### src/rtl/gpt_pkg.sv
package gpt_pkg;
  localparam int DATA_W   = 32;
  localparam int OFF_CTRL = 'h00;
  localparam int OFF_PRE  = 'h04;
  localparam int OFF_STAT = 'h08;
  localparam int OFF_IE   = 'h0C;
  localparam int OFF_CMP  = 'h10;
  localparam int OFF_CNT  = 'h24;

  localparam logic [2:0] SRC_BUS = 3'd1;
  localparam logic [2:0] SRC_PER = 3'd2;
  localparam logic [2:0] SRC_OSC = 3'd5;

  localparam int OSC_FIXED_DIV = 7;  // divide by 8 when the pre-divider is bypassed

  typedef struct packed {
    logic       osc_en;
    logic       frr;
    logic [2:0] src;
    logic       wait_en;
    logic       en;
  } ctrl_t;
endpackage

### src/rtl/gpt_regs.sv
module gpt_regs
  import gpt_pkg::*;
#(
  parameter int ADDR_W = 6,
  parameter int CNT_W  = 32,
  parameter int PRE_W  = 12,
  parameter int OSC_W  = 4
) (
  input  logic                clk_i,
  input  logic                rst_ni,
  input  logic                sel_i,
  input  logic                wr_i,
  input  logic [ADDR_W-1:0]   addr_i,
  input  logic [DATA_W-1:0]   wdata_i,
  input  logic [CNT_W-1:0]    cnt_i,
  input  logic                flag_i,
  output ctrl_t               ctrl_o,
  output logic [PRE_W-1:0]    pre_o,
  output logic [OSC_W-1:0]    osc_div_o,
  output logic                ie_o,
  output logic [CNT_W-1:0]    cmp_o,
  output logic                clr_o,
  output logic                restart_o,
  output logic [DATA_W-1:0]   rdata_o
);
  localparam int PS_W = PRE_W + OSC_W;

  logic we;
  logic wr_ctrl, wr_pre, wr_stat, wr_ie, wr_cmp;

  assign we      = sel_i & wr_i;
  assign wr_ctrl = we && (addr_i == ADDR_W'(OFF_CTRL));
  assign wr_pre  = we && (addr_i == ADDR_W'(OFF_PRE));
  assign wr_stat = we && (addr_i == ADDR_W'(OFF_STAT));
  assign wr_ie   = we && (addr_i == ADDR_W'(OFF_IE));
  assign wr_cmp  = we && (addr_i == ADDR_W'(OFF_CMP));

  assign clr_o     = wr_stat & wdata_i[0];
  assign restart_o = wr_ctrl | wr_pre;

  always_ff @(posedge clk_i or negedge rst_ni) begin
    if (!rst_ni) begin
      ctrl_o    <= '0;
      pre_o     <= '0;
      osc_div_o <= '0;
      ie_o      <= 1'b0;
      cmp_o     <= '0;
    end else begin
      if (wr_ctrl) begin
        ctrl_o.en      <= wdata_i[0];
        ctrl_o.wait_en <= wdata_i[3];
        ctrl_o.src     <= wdata_i[8:6];
        ctrl_o.frr     <= wdata_i[9];
        ctrl_o.osc_en  <= wdata_i[10];
      end
      if (wr_pre) begin
        pre_o     <= wdata_i[PRE_W-1:0];
        osc_div_o <= wdata_i[PS_W-1:PRE_W];
      end
      if (wr_ie)  ie_o  <= wdata_i[0];
      if (wr_cmp) cmp_o <= wdata_i[CNT_W-1:0];
    end
  end

  always_comb begin
    rdata_o = '0;
    case (addr_i)
      ADDR_W'(OFF_CTRL): rdata_o = {21'd0, ctrl_o.osc_en, ctrl_o.frr, ctrl_o.src,
                                    2'd0, ctrl_o.wait_en, 2'd0, ctrl_o.en};
      ADDR_W'(OFF_PRE):  rdata_o = DATA_W'({osc_div_o, pre_o});
      ADDR_W'(OFF_STAT): rdata_o = DATA_W'(flag_i);
      ADDR_W'(OFF_IE):   rdata_o = DATA_W'(ie_o);
      ADDR_W'(OFF_CMP):  rdata_o = DATA_W'(cmp_o);
      ADDR_W'(OFF_CNT):  rdata_o = DATA_W'(cnt_i);
      default:           rdata_o = '0;
    endcase
  end

  assert_cmp_hold_R2: assert property (@(posedge clk_i) disable iff (!rst_ni)
    !wr_cmp |=> $stable(cmp_o));
  assert_ctrl_hold_R2: assert property (@(posedge clk_i) disable iff (!rst_ni)
    !wr_ctrl |=> $stable(ctrl_o));
endmodule

### src/rtl/gpt_tick_gen.sv
module gpt_tick_gen
  import gpt_pkg::*;
#(
  parameter int PRE_W = 12,
  parameter int OSC_W = 4
) (
  input  logic             clk_i,
  input  logic             rst_ni,
  input  logic             en_i,
  input  logic             restart_i,
  input  logic [2:0]       src_i,
  input  logic             osc_en_i,
  input  logic [PRE_W-1:0] pre_i,
  input  logic [OSC_W-1:0] osc_div_i,
  input  logic             bus_tick_i,
  input  logic             per_tick_i,
  input  logic             osc_tick_i,
  output logic             tick_o
);
  logic [OSC_W-1:0] osc_cnt, osc_lim;
  logic [PRE_W-1:0] pre_cnt;
  logic             osc_pulse, sel_tick;

  assign osc_lim   = osc_en_i ? osc_div_i : OSC_W'(OSC_FIXED_DIV);
  assign osc_pulse = en_i & osc_tick_i & (osc_cnt >= osc_lim);

  always_comb begin
    case (src_i)
      SRC_BUS: sel_tick = bus_tick_i;
      SRC_PER: sel_tick = per_tick_i;
      SRC_OSC: sel_tick = osc_pulse;
      default: sel_tick = 1'b0;
    endcase
  end

  assign tick_o = en_i & sel_tick & (pre_cnt >= pre_i);

  always_ff @(posedge clk_i or negedge rst_ni) begin
    if (!rst_ni) begin
      osc_cnt <= '0;
      pre_cnt <= '0;
    end else if (restart_i) begin
      osc_cnt <= '0;
      pre_cnt <= '0;
    end else if (en_i) begin
      if (osc_tick_i) osc_cnt <= (osc_cnt >= osc_lim) ? '0 : osc_cnt + 1'b1;
      if (sel_tick)   pre_cnt <= (pre_cnt >= pre_i)   ? '0 : pre_cnt + 1'b1;
    end
  end

  assert_src_R3: assert property (@(posedge clk_i) disable iff (!rst_ni)
    tick_o |-> (bus_tick_i || per_tick_i || osc_tick_i));
  assert_pre_gap_R5: assert property (@(posedge clk_i) disable iff (!rst_ni)
    (tick_o && pre_i != '0) |=> (!tick_o || pre_i == '0));
  assert_osc_gap_R4: assert property (@(posedge clk_i) disable iff (!rst_ni)
    (osc_pulse && osc_lim != '0) |=> (!osc_pulse || osc_lim == '0));
endmodule

### src/rtl/gpt_core.sv
module gpt_core #(
  parameter int CNT_W = 32
) (
  input  logic             clk_i,
  input  logic             rst_ni,
  input  logic             tick_i,
  input  logic             frr_i,
  input  logic [CNT_W-1:0] cmp_i,
  input  logic             clr_i,
  output logic [CNT_W-1:0] cnt_o,
  output logic             flag_o
);
  logic [CNT_W-1:0] cnt_nxt;
  logic             hit;

  assign cnt_nxt = (!frr_i && cnt_o == cmp_i) ? '0 : cnt_o + 1'b1;
  assign hit     = tick_i && (cnt_nxt == cmp_i);

  always_ff @(posedge clk_i or negedge rst_ni) begin
    if (!rst_ni) begin
      cnt_o  <= '0;
      flag_o <= 1'b0;
    end else begin
      if (tick_i) cnt_o <= cnt_nxt;
      flag_o <= hit | (flag_o & ~clr_i);  // set beats clear
    end
  end

  assert_step_R7: assert property (@(posedge clk_i) disable iff (!rst_ni)
    (tick_i && frr_i) |=> (cnt_o == $past(cnt_o) + 1'b1));
  assert_reload_R8: assert property (@(posedge clk_i) disable iff (!rst_ni)
    (tick_i && !frr_i && cnt_o == cmp_i) |=> (cnt_o == '0));
  assert_idle_R6: assert property (@(posedge clk_i) disable iff (!rst_ni)
    !tick_i |=> $stable(cnt_o));
  assert_flag_sticky_R9: assert property (@(posedge clk_i) disable iff (!rst_ni)
    (flag_o && !clr_i) |=> flag_o);
  assert_match_sets_R9: assert property (@(posedge clk_i) disable iff (!rst_ni)
    (tick_i && cnt_nxt == cmp_i) |=> flag_o);
endmodule

### src/rtl/gpt_timer.sv
module gpt_timer
  import gpt_pkg::*;
#(
  parameter int ADDR_W = 6,
  parameter int CNT_W  = 32,
  parameter int PRE_W  = 12,
  parameter int OSC_W  = 4
) (
  input  logic              clk_i,
  input  logic              rst_ni,
  input  logic              sel_i,
  input  logic              wr_i,
  input  logic [ADDR_W-1:0] addr_i,
  input  logic [31:0]       wdata_i,
  output logic [31:0]       rdata_o,
  input  logic              bus_tick_i,
  input  logic              per_tick_i,
  input  logic              osc_tick_i,
  output logic              irq_o
);
  ctrl_t            ctrl;
  logic [PRE_W-1:0] pre;
  logic [OSC_W-1:0] osc_div;
  logic             ie, clr, restart, tick, flag;
  logic [CNT_W-1:0] cmp, cnt;

  gpt_regs #(.ADDR_W(ADDR_W), .CNT_W(CNT_W), .PRE_W(PRE_W), .OSC_W(OSC_W)) u_regs (
    .clk_i, .rst_ni, .sel_i, .wr_i, .addr_i, .wdata_i,
    .cnt_i(cnt), .flag_i(flag), .ctrl_o(ctrl), .pre_o(pre), .osc_div_o(osc_div),
    .ie_o(ie), .cmp_o(cmp), .clr_o(clr), .restart_o(restart), .rdata_o
  );

  gpt_tick_gen #(.PRE_W(PRE_W), .OSC_W(OSC_W)) u_tick (
    .clk_i, .rst_ni, .en_i(ctrl.en), .restart_i(restart), .src_i(ctrl.src),
    .osc_en_i(ctrl.osc_en), .pre_i(pre), .osc_div_i(osc_div),
    .bus_tick_i, .per_tick_i, .osc_tick_i, .tick_o(tick)
  );

  gpt_core #(.CNT_W(CNT_W)) u_core (
    .clk_i, .rst_ni, .tick_i(tick), .frr_i(ctrl.frr), .cmp_i(cmp),
    .clr_i(clr), .cnt_o(cnt), .flag_o(flag)
  );

  assign irq_o = flag & ie;

  assert_enable_hold_R6: assert property (@(posedge clk_i) disable iff (!rst_ni)
    !ctrl.en |=> $stable(cnt));
  assert_irq_hold_R10: assert property (@(posedge clk_i) disable iff (!rst_ni)
    (irq_o && !(sel_i && wr_i && (addr_i == ADDR_W'(OFF_STAT) ||
                                  addr_i == ADDR_W'(OFF_IE)))) |=> irq_o);
endmodule

### config.mk
export PLATFORM = sky130hd
export DESIGN_NAME = gpt_timer
export DESIGN_NICKNAME = d
export VERILOG_FILES = /design/src/rtl/gpt_pkg.sv /design/src/rtl/gpt_regs.sv /design/src/rtl/gpt_tick_gen.sv /design/src/rtl/gpt_core.sv /design/src/rtl/gpt_timer.sv
export SDC_FILE = /design/constraint.sdc
export NUM_CORES = 1
export LEC_CHECK = 0
export CAP_MARGIN = 20
export CORE_MARGIN = 3
export CORE_UTILIZATION = 56
export CTS_CLUSTER_DIAMETER = 30
export DETAILED_ROUTE_END_ITERATION = 16
export DONT_BUFFER_PORTS = 1
export PLACE_DENSITY = 0.7
export SLEW_MARGIN = 20
export SYNTH_ARGS = -nofsm -noshare
export SYNTH_HDL_FRONTEND = slang
export SYNTH_SLANG_ARGS = --single-unit
### constraint.sdc
create_clock -name clk_i -period 4.6 [get_ports clk_i]
set_input_delay 0.23 -clock clk_i [delete_from_list [all_inputs] [get_ports clk_i]]
set_output_delay 0.23 -clock clk_i [all_outputs]
set_load 0.1 [all_outputs]
; Yosys cells after proc, flatten, opt, wreduce, memory -nomap -nowiden
; Cells that the tools add are included.
[word_totals]
regBits = 105
output_inout_bits = 33
elab_cells = 65
[classes]
add_sub_neg = 3
order_cmp = 2
n_eq_ne = 10
n_mux = 12
n_bitwise = 11
reduce_logical = 14
[op_table]
columns = operator, n
row1 = case mux 32 bit (6 select lines), 1
row2 = equality test 32 bit, 2
row3 = two-way mux 12 bit, 4
row4 = "adder 32 x 1 -> 32 bit, second input constant", 1
row5 = two-way mux 32 bit, 1
row6 = two-way mux 4 bit, 5
row7 = "adder 12 x 1 -> 12 bit, second input constant", 1
row8 = "equality test 6 x 4 -> 1 bit, second input constant", 2
row9 = greater-or-equal comparator 12 bit, 1
row10 = bitwise AND 1 bit, 8
row11 = logical AND 1 bit, 7
row12 = "equality test 6 x 3 -> 1 bit, second input constant", 1
row13 = "equality test 6 x 5 -> 1 bit, second input constant", 1
row14 = "equality test 6 bit, second input constant", 1
row15 = zero test 6 bit, 1
row16 = nonzero test 2 bit, 3
row17 = "adder 4 x 1 -> 4 bit, second input constant", 1
row18 = greater-or-equal comparator 4 bit, 1
row19 = AND reduction 2 bit, 2
row20 = "equality test 3 x 1 -> 1 bit, second input constant", 1
row21 = "equality test 3 x 2 -> 1 bit, second input constant", 1
row22 = "equality test 3 bit, second input constant", 1
row23 = case mux 1 bit (3 select lines), 1
row24 = bitwise OR 1 bit, 2
row25 = other kinds (2), 2

; Longest topological paths before layout
[logic_depth]
depth_word = 8
ltp_mapped = 12
depth_no_buf = 10

; Hierarchy
; A second synthesis with hierarchy kept.
[hier_totals]
cells_unflattened = 812
hier_area_um2 = 7573.5
[modules_own_cells]
columns = module, n_inst, cells_each, area_each_um2, seq_area_each_um2
row1 = gpt_core, 1, 413, 3259.4, 825.8
row2 = gpt_regs, 1, 219, 2841.5, 1401.3
row3 = gpt_tick_gen, 1, 179, 1466.4, 400.4
row4 = gpt_timer, 1, 1, 6.3, 0.0

; Worst setup path after synthesis
; Ideal clock, no wire load.
[synth_timing]
path_kind = input -> output
startpoint = input port addr_i[5]
endpoint = output port rdata_o[0]
arrival_ns = 2.751
required_ns = 4.370
slack_ns = 1.619
cell_stages = 3
path_cell_list = nor4_1 nand2_1 o21ai_0
[synth_between]
elab_chain_cells = 2
[synth_lines]
columns = item, line
row1 = "start, declared", gpt_timer.sv:13  ; input logic [ADDR_W-1:0] addr_i,
row2 = "equality test 6 bit, or another cell as far along", gpt_regs.sv:67  ; case (addr_i)
row3 = case mux 32 bit (6 select lines) *, gpt_regs.sv:67
row4 = "end, declared", gpt_timer.sv:15  ; output logic [31:0] rdata_o,
; Mark *: on every way between the ends. The rest lies on a longest branch, timed or not.

; Final worst setup path
[layout_timing]
startpoint = register u_core.cnt_o[0]
endpoint = register u_core.flag_o
[layout_between]
elab_chain_cells = 6
[layout_lines]
columns = item, line
row1 = "start, declared", gpt_core.sv:10  ; output logic [CNT_W-1:0] cnt_o,
row2 = "start signal, assigned", gpt_core.sv:24  ; if (tick_i) cnt_o <= cnt_nxt;
row3 = "parallel branches: the longest is 2 deep, another holds adder 32 x 1 -> 32 bit", --
row4 = two-way mux 32 bit *, gpt_core.sv:16  ; assign cnt_nxt = (!frr_i && cnt_o == cmp_i) ? '0 : cnt_o + 1'b1;
row5 = equality test 32 bit *, gpt_core.sv:17  ; assign hit = tick_i && (cnt_nxt == cmp_i);
row6 = logical AND 1 bit *, gpt_core.sv:17
row7 = bitwise OR 1 bit *, gpt_core.sv:25  ; flag_o <= hit | (flag_o & ~clr_i);
row8 = "end signal, assigned", gpt_core.sv:25
row9 = "end, declared", gpt_core.sv:11  ; output logic flag_o
; Every way passes the cells marked *.
; A chain may end at the register's enable or synchronous reset.

==> metrics.csv <==
metric,value,unit
status,finished clean,
CTS sink cnt,105,
Initial DRT Pass Iterations,5,
Critical-path top delay cell,or3_2,
tightest hold margin,0.0174,ns
min cycle time layout,3.22,ns
Rows,40,
Rel. slew slack,27.3,%
register area share after synthesis,36.5,%
Initial Utilization,58.7,%
H-Tree Depth,3,
fraction of layout cells with a size suffix above 1,13.2,%
vias in the first global route,6112,
"critical path, cell by cell",ha_1 > nand4_4 > or3_2 > nor3_1 > xor2_1 > nand4b_1 > a21oi_1 > o2111ai_1 > o31ai_2,
design area,0.00761,sq mm
CTS Root Cell,clkbuf_16,
IO Count,78,
crit-path max FO,10,
critical path startpoint,u_core.cnt_o[0],
dpl ws,1.44,ns
final setup TNS,0,ns
CP Launch Type,register,
vias,6235,
GPL Wtd Cong,0.996,
maximum root-to-sink buffer count,2,
clock skew,0.00787,ns
Tot GR Track Use,32.4,%
TritonCTS buffer count,9,
crit end category,register,
number of flops mapped to enable cells by yosys,0,
Min-Delay Startpoint,wdata_i[6],
Post-Syn Area per Cell,9.36,sq um
total gr overflow,0,
worst setup margin,1.38,ns
syn_nets,833,
period utilization,70.1,%
DRT antenna net count,0,
Logic pwr share,15.9,%
switching share of power,29.7,%
max frequency,310,MHz
postcts setup bufs,0,
power density cells,292,mW/mm^2
largest net degree at the start of global routing,106,
"Reg clk slew, reported paths",0.08,ns
die height,119,um
launch point of the worst reg-to-reg path,u_core.cnt_o[0],
initial antenna violation count,1,
Initial DRC Count,750,
crit path DAT,3.49,ns
critical path class,register to register,
clock share of power,35.9,%
post-synthesis instance area,0.00720,sq mm
Max stage delay on crit path,0.62,ns
Area contributors post-synth,"dfrtp_1, mux2_2, xor2_1",
Synth area leader,dfrtp_1,
Port Buffer Count,0,
"Top FF cell, synth",dfrtp_1,
buffers and inverters on the worst path,0,
cell family contributing the most delay on the critical path,simple AND/OR/NAND/NOR gates,
Worst Tran Pin Value,1.09,ns
Critical Path RT,4.87,ns
Post-synth ARST share,100,%
Synth Warn #,0,
die area,0.0143,sq mm
Internal,1.56,mW
Die Wd,119,um
Flop pwr share,48.1,%
Vias/cell,6.82,
Max Cap Violations,0,
top-area cell type share of the netlist area,36.5,%
Mapped Cells,769,
clk_lat worst skew,0.36,ns
first-pass GRT wire length,35900,um
RSZ-0062 raised after global routing,no,
Core Box Area,0.0123,sq mm
final hold violations,0,
DR WL/cell,24.7,um
Static Leak,3.44,nW
dpl cell area,0.00716,sq mm
final setup fails,0,
"Net count, final",804,
number of synthesized register bits,105,
Post-Route WL,22600,um
library cells used by synthesis,75,
fillers,1028,
most frequent cells after synthesis,"dfrtp_1, o21ai_0, nor2_1, nand2_1, mux2_2",
Area Growth Syn to Fin,5.79,%
"count leader, synth",dfrtp_1,
VDD IR max,0.325,mV
dpl hpwl,16600,um
Hold Crit Class,input port to register,
fin. max-slew vios,0,
CTS tree,done,
NetSw,0.660,mW
DRC,0,
## sequential cells by signal (all words and copies together), names as in the netlist
signal and flops:
u_core.cnt_o 32, u_regs.ie_o 1, u_regs.cmp_o 32, u_tick.osc_cnt 4, u_core.flag_o 1, u_regs.osc_div_o 4
u_regs.pre_o 12, u_regs.ctrl_o 7, u_tick.pre_cnt 12
## power by group through the flow
stage	Sequential, mW	Combinational [mW]	Clock, mW
2_1_floorplan	1.05	0.251	0
3_3_place_gp	1.08	0.306	0
3_5_place_dp	1.09	0.320	0
4_1_cts	1.07	0.351	0.809
5_1_grt	1.08	0.395	0.847
6_report	1.07	0.354	0.799
## cell type report
type | instances | area, sq um | area share, %
multi-input combinational | 570 | 4140 | 54.4
timing repair buffer | 20 | 200 | 2.63
antenna | 1 | 2.50 | 0.0329
inverter | 34 | 128 | 1.68
tap | 168 | 210 | 2.76
clock inverter | 7 | 77.6 | 1.02
clock buffer | 9 | 225 | 2.96
sequential | 105 | 2630 | 34.5
## through the flow
stage | utilization (%) | power [mW] | instances
final | 62.1 | 2.22 | 914
after global routing | 62.1 | 2.32 | 914
after CTS | 62.0 | 2.23 | 912
after detailed placement | 58.4 | 1.41 | 884
after global placement | 58.4 | 1.39 | 884
after floorplan | - | 1.30 | 769
## cell usage in the layout, fill, tap and decap left out, types with 4 or more instances in the layout
| master | synthesis | routed |
|---|---|---|
| nand2_1 | 48 | 48 |
| o31ai_1 | 13 | 13 |
| nor3_1 | 15 | 15 |
| or4_1 | 5 | 5 |
| buf_4 | 12 | 7 |
| o41ai_1 | 6 | 6 |
| xnor2_1 | 27 | 27 |
| a21oi_1 | 10 | 10 |
| nor2b_1 | 6 | 6 |
| clkbuf_16 | 0 | 9 |
| xor2_1 | 41 | 41 |
| dlygate4sd3_1 | 0 | 12 |
| o21a_1 | 4 | 4 |
| dfrtp_1 | 105 | 105 |
| ha_1 | 19 | 19 |
| or3_1 | 5 | 5 |
| o21ai_0 | 71 | 70 |
| inv_1 | 34 | 34 |
| nor4_1 | 18 | 17 |
| a221o_1 | 6 | 6 |
| nand2b_1 | 17 | 17 |
| and4_1 | 4 | 4 |
| and2_1 | 4 | 4 |
| mux2i_1 | 9 | 9 |
| nor2_1 | 55 | 55 |
| mux2_2 | 46 | 46 |
| a22o_1 | 22 | 22 |
| nand3_1 | 20 | 20 |
| nand3b_1 | 4 | 4 |
| o22ai_1 | 4 | 4 |
| a222oi_1 | 9 | 9 |
| and3_1 | 10 | 9 |
| nand4_1 | 12 | 12 |
## worst reg2reg max path, cell delays in order (launching register included)
cell	delay (ns)
dfrtp_1	0.48
ha_1	0.37
nand4_4	0.23
or3_2	0.62
nor3_1	0.57
xor2_1	0.20
nand4b_1	0.11
a21oi_1	0.21
o2111ai_1	0.16
o31ai_2	0.19
## cells by family after synthesis
| family | Yosys count | synth area share, % |
|---|---|---|
| AOI/OAI and AO/OA | 181 | 17.7 |
| xor gates and xnor gates | 69 | 8.59 |
| adders and majority gates | 19 | 3.30 |
| buffers and inverters | 94 | 6.17 |
| DFF | 105 | 36.5 |
| muxes | 55 | 8.45 |
| and+or+nand+nor | 246 | 19.3 |
## timing repair
item	CTS	global route
endpoints found under the hold margin	115	1
gates resized for setup	0	0
hold buffers	12	1
## per-layer routing
layer  vias up  share of wire, %  global-route usage, %
li1       2756                 -                      -
met1      3075                42                   44.7
met2       357                46                   50.1
met3        47               8.5                   7.88
met4         0               3.3                   11.1
met5         -                 0                      0
## path summary, 6_finish.rpt
| path | depth (start not counted) | slack (ns) | end |
|---|---|---|---|
| worst max-delay path | 9 | 1.38 | u_core.flag_o |
| worst min-delay path | 1 | 0.02 | u_regs.cmp_o[6] |
| worst max register to register | 9 | 1.38 | u_core.flag_o |
| worst min register to register | 1 | 0.52 | u_regs.ctrl_o[1] |
| max in group asynchronous | 2 | 3.69 | u_regs.ctrl_o[5] |
| min in group asynchronous | 2 | 0.47 | u_tick.osc_cnt[3] |
Power figures use the tool's default switching activity.
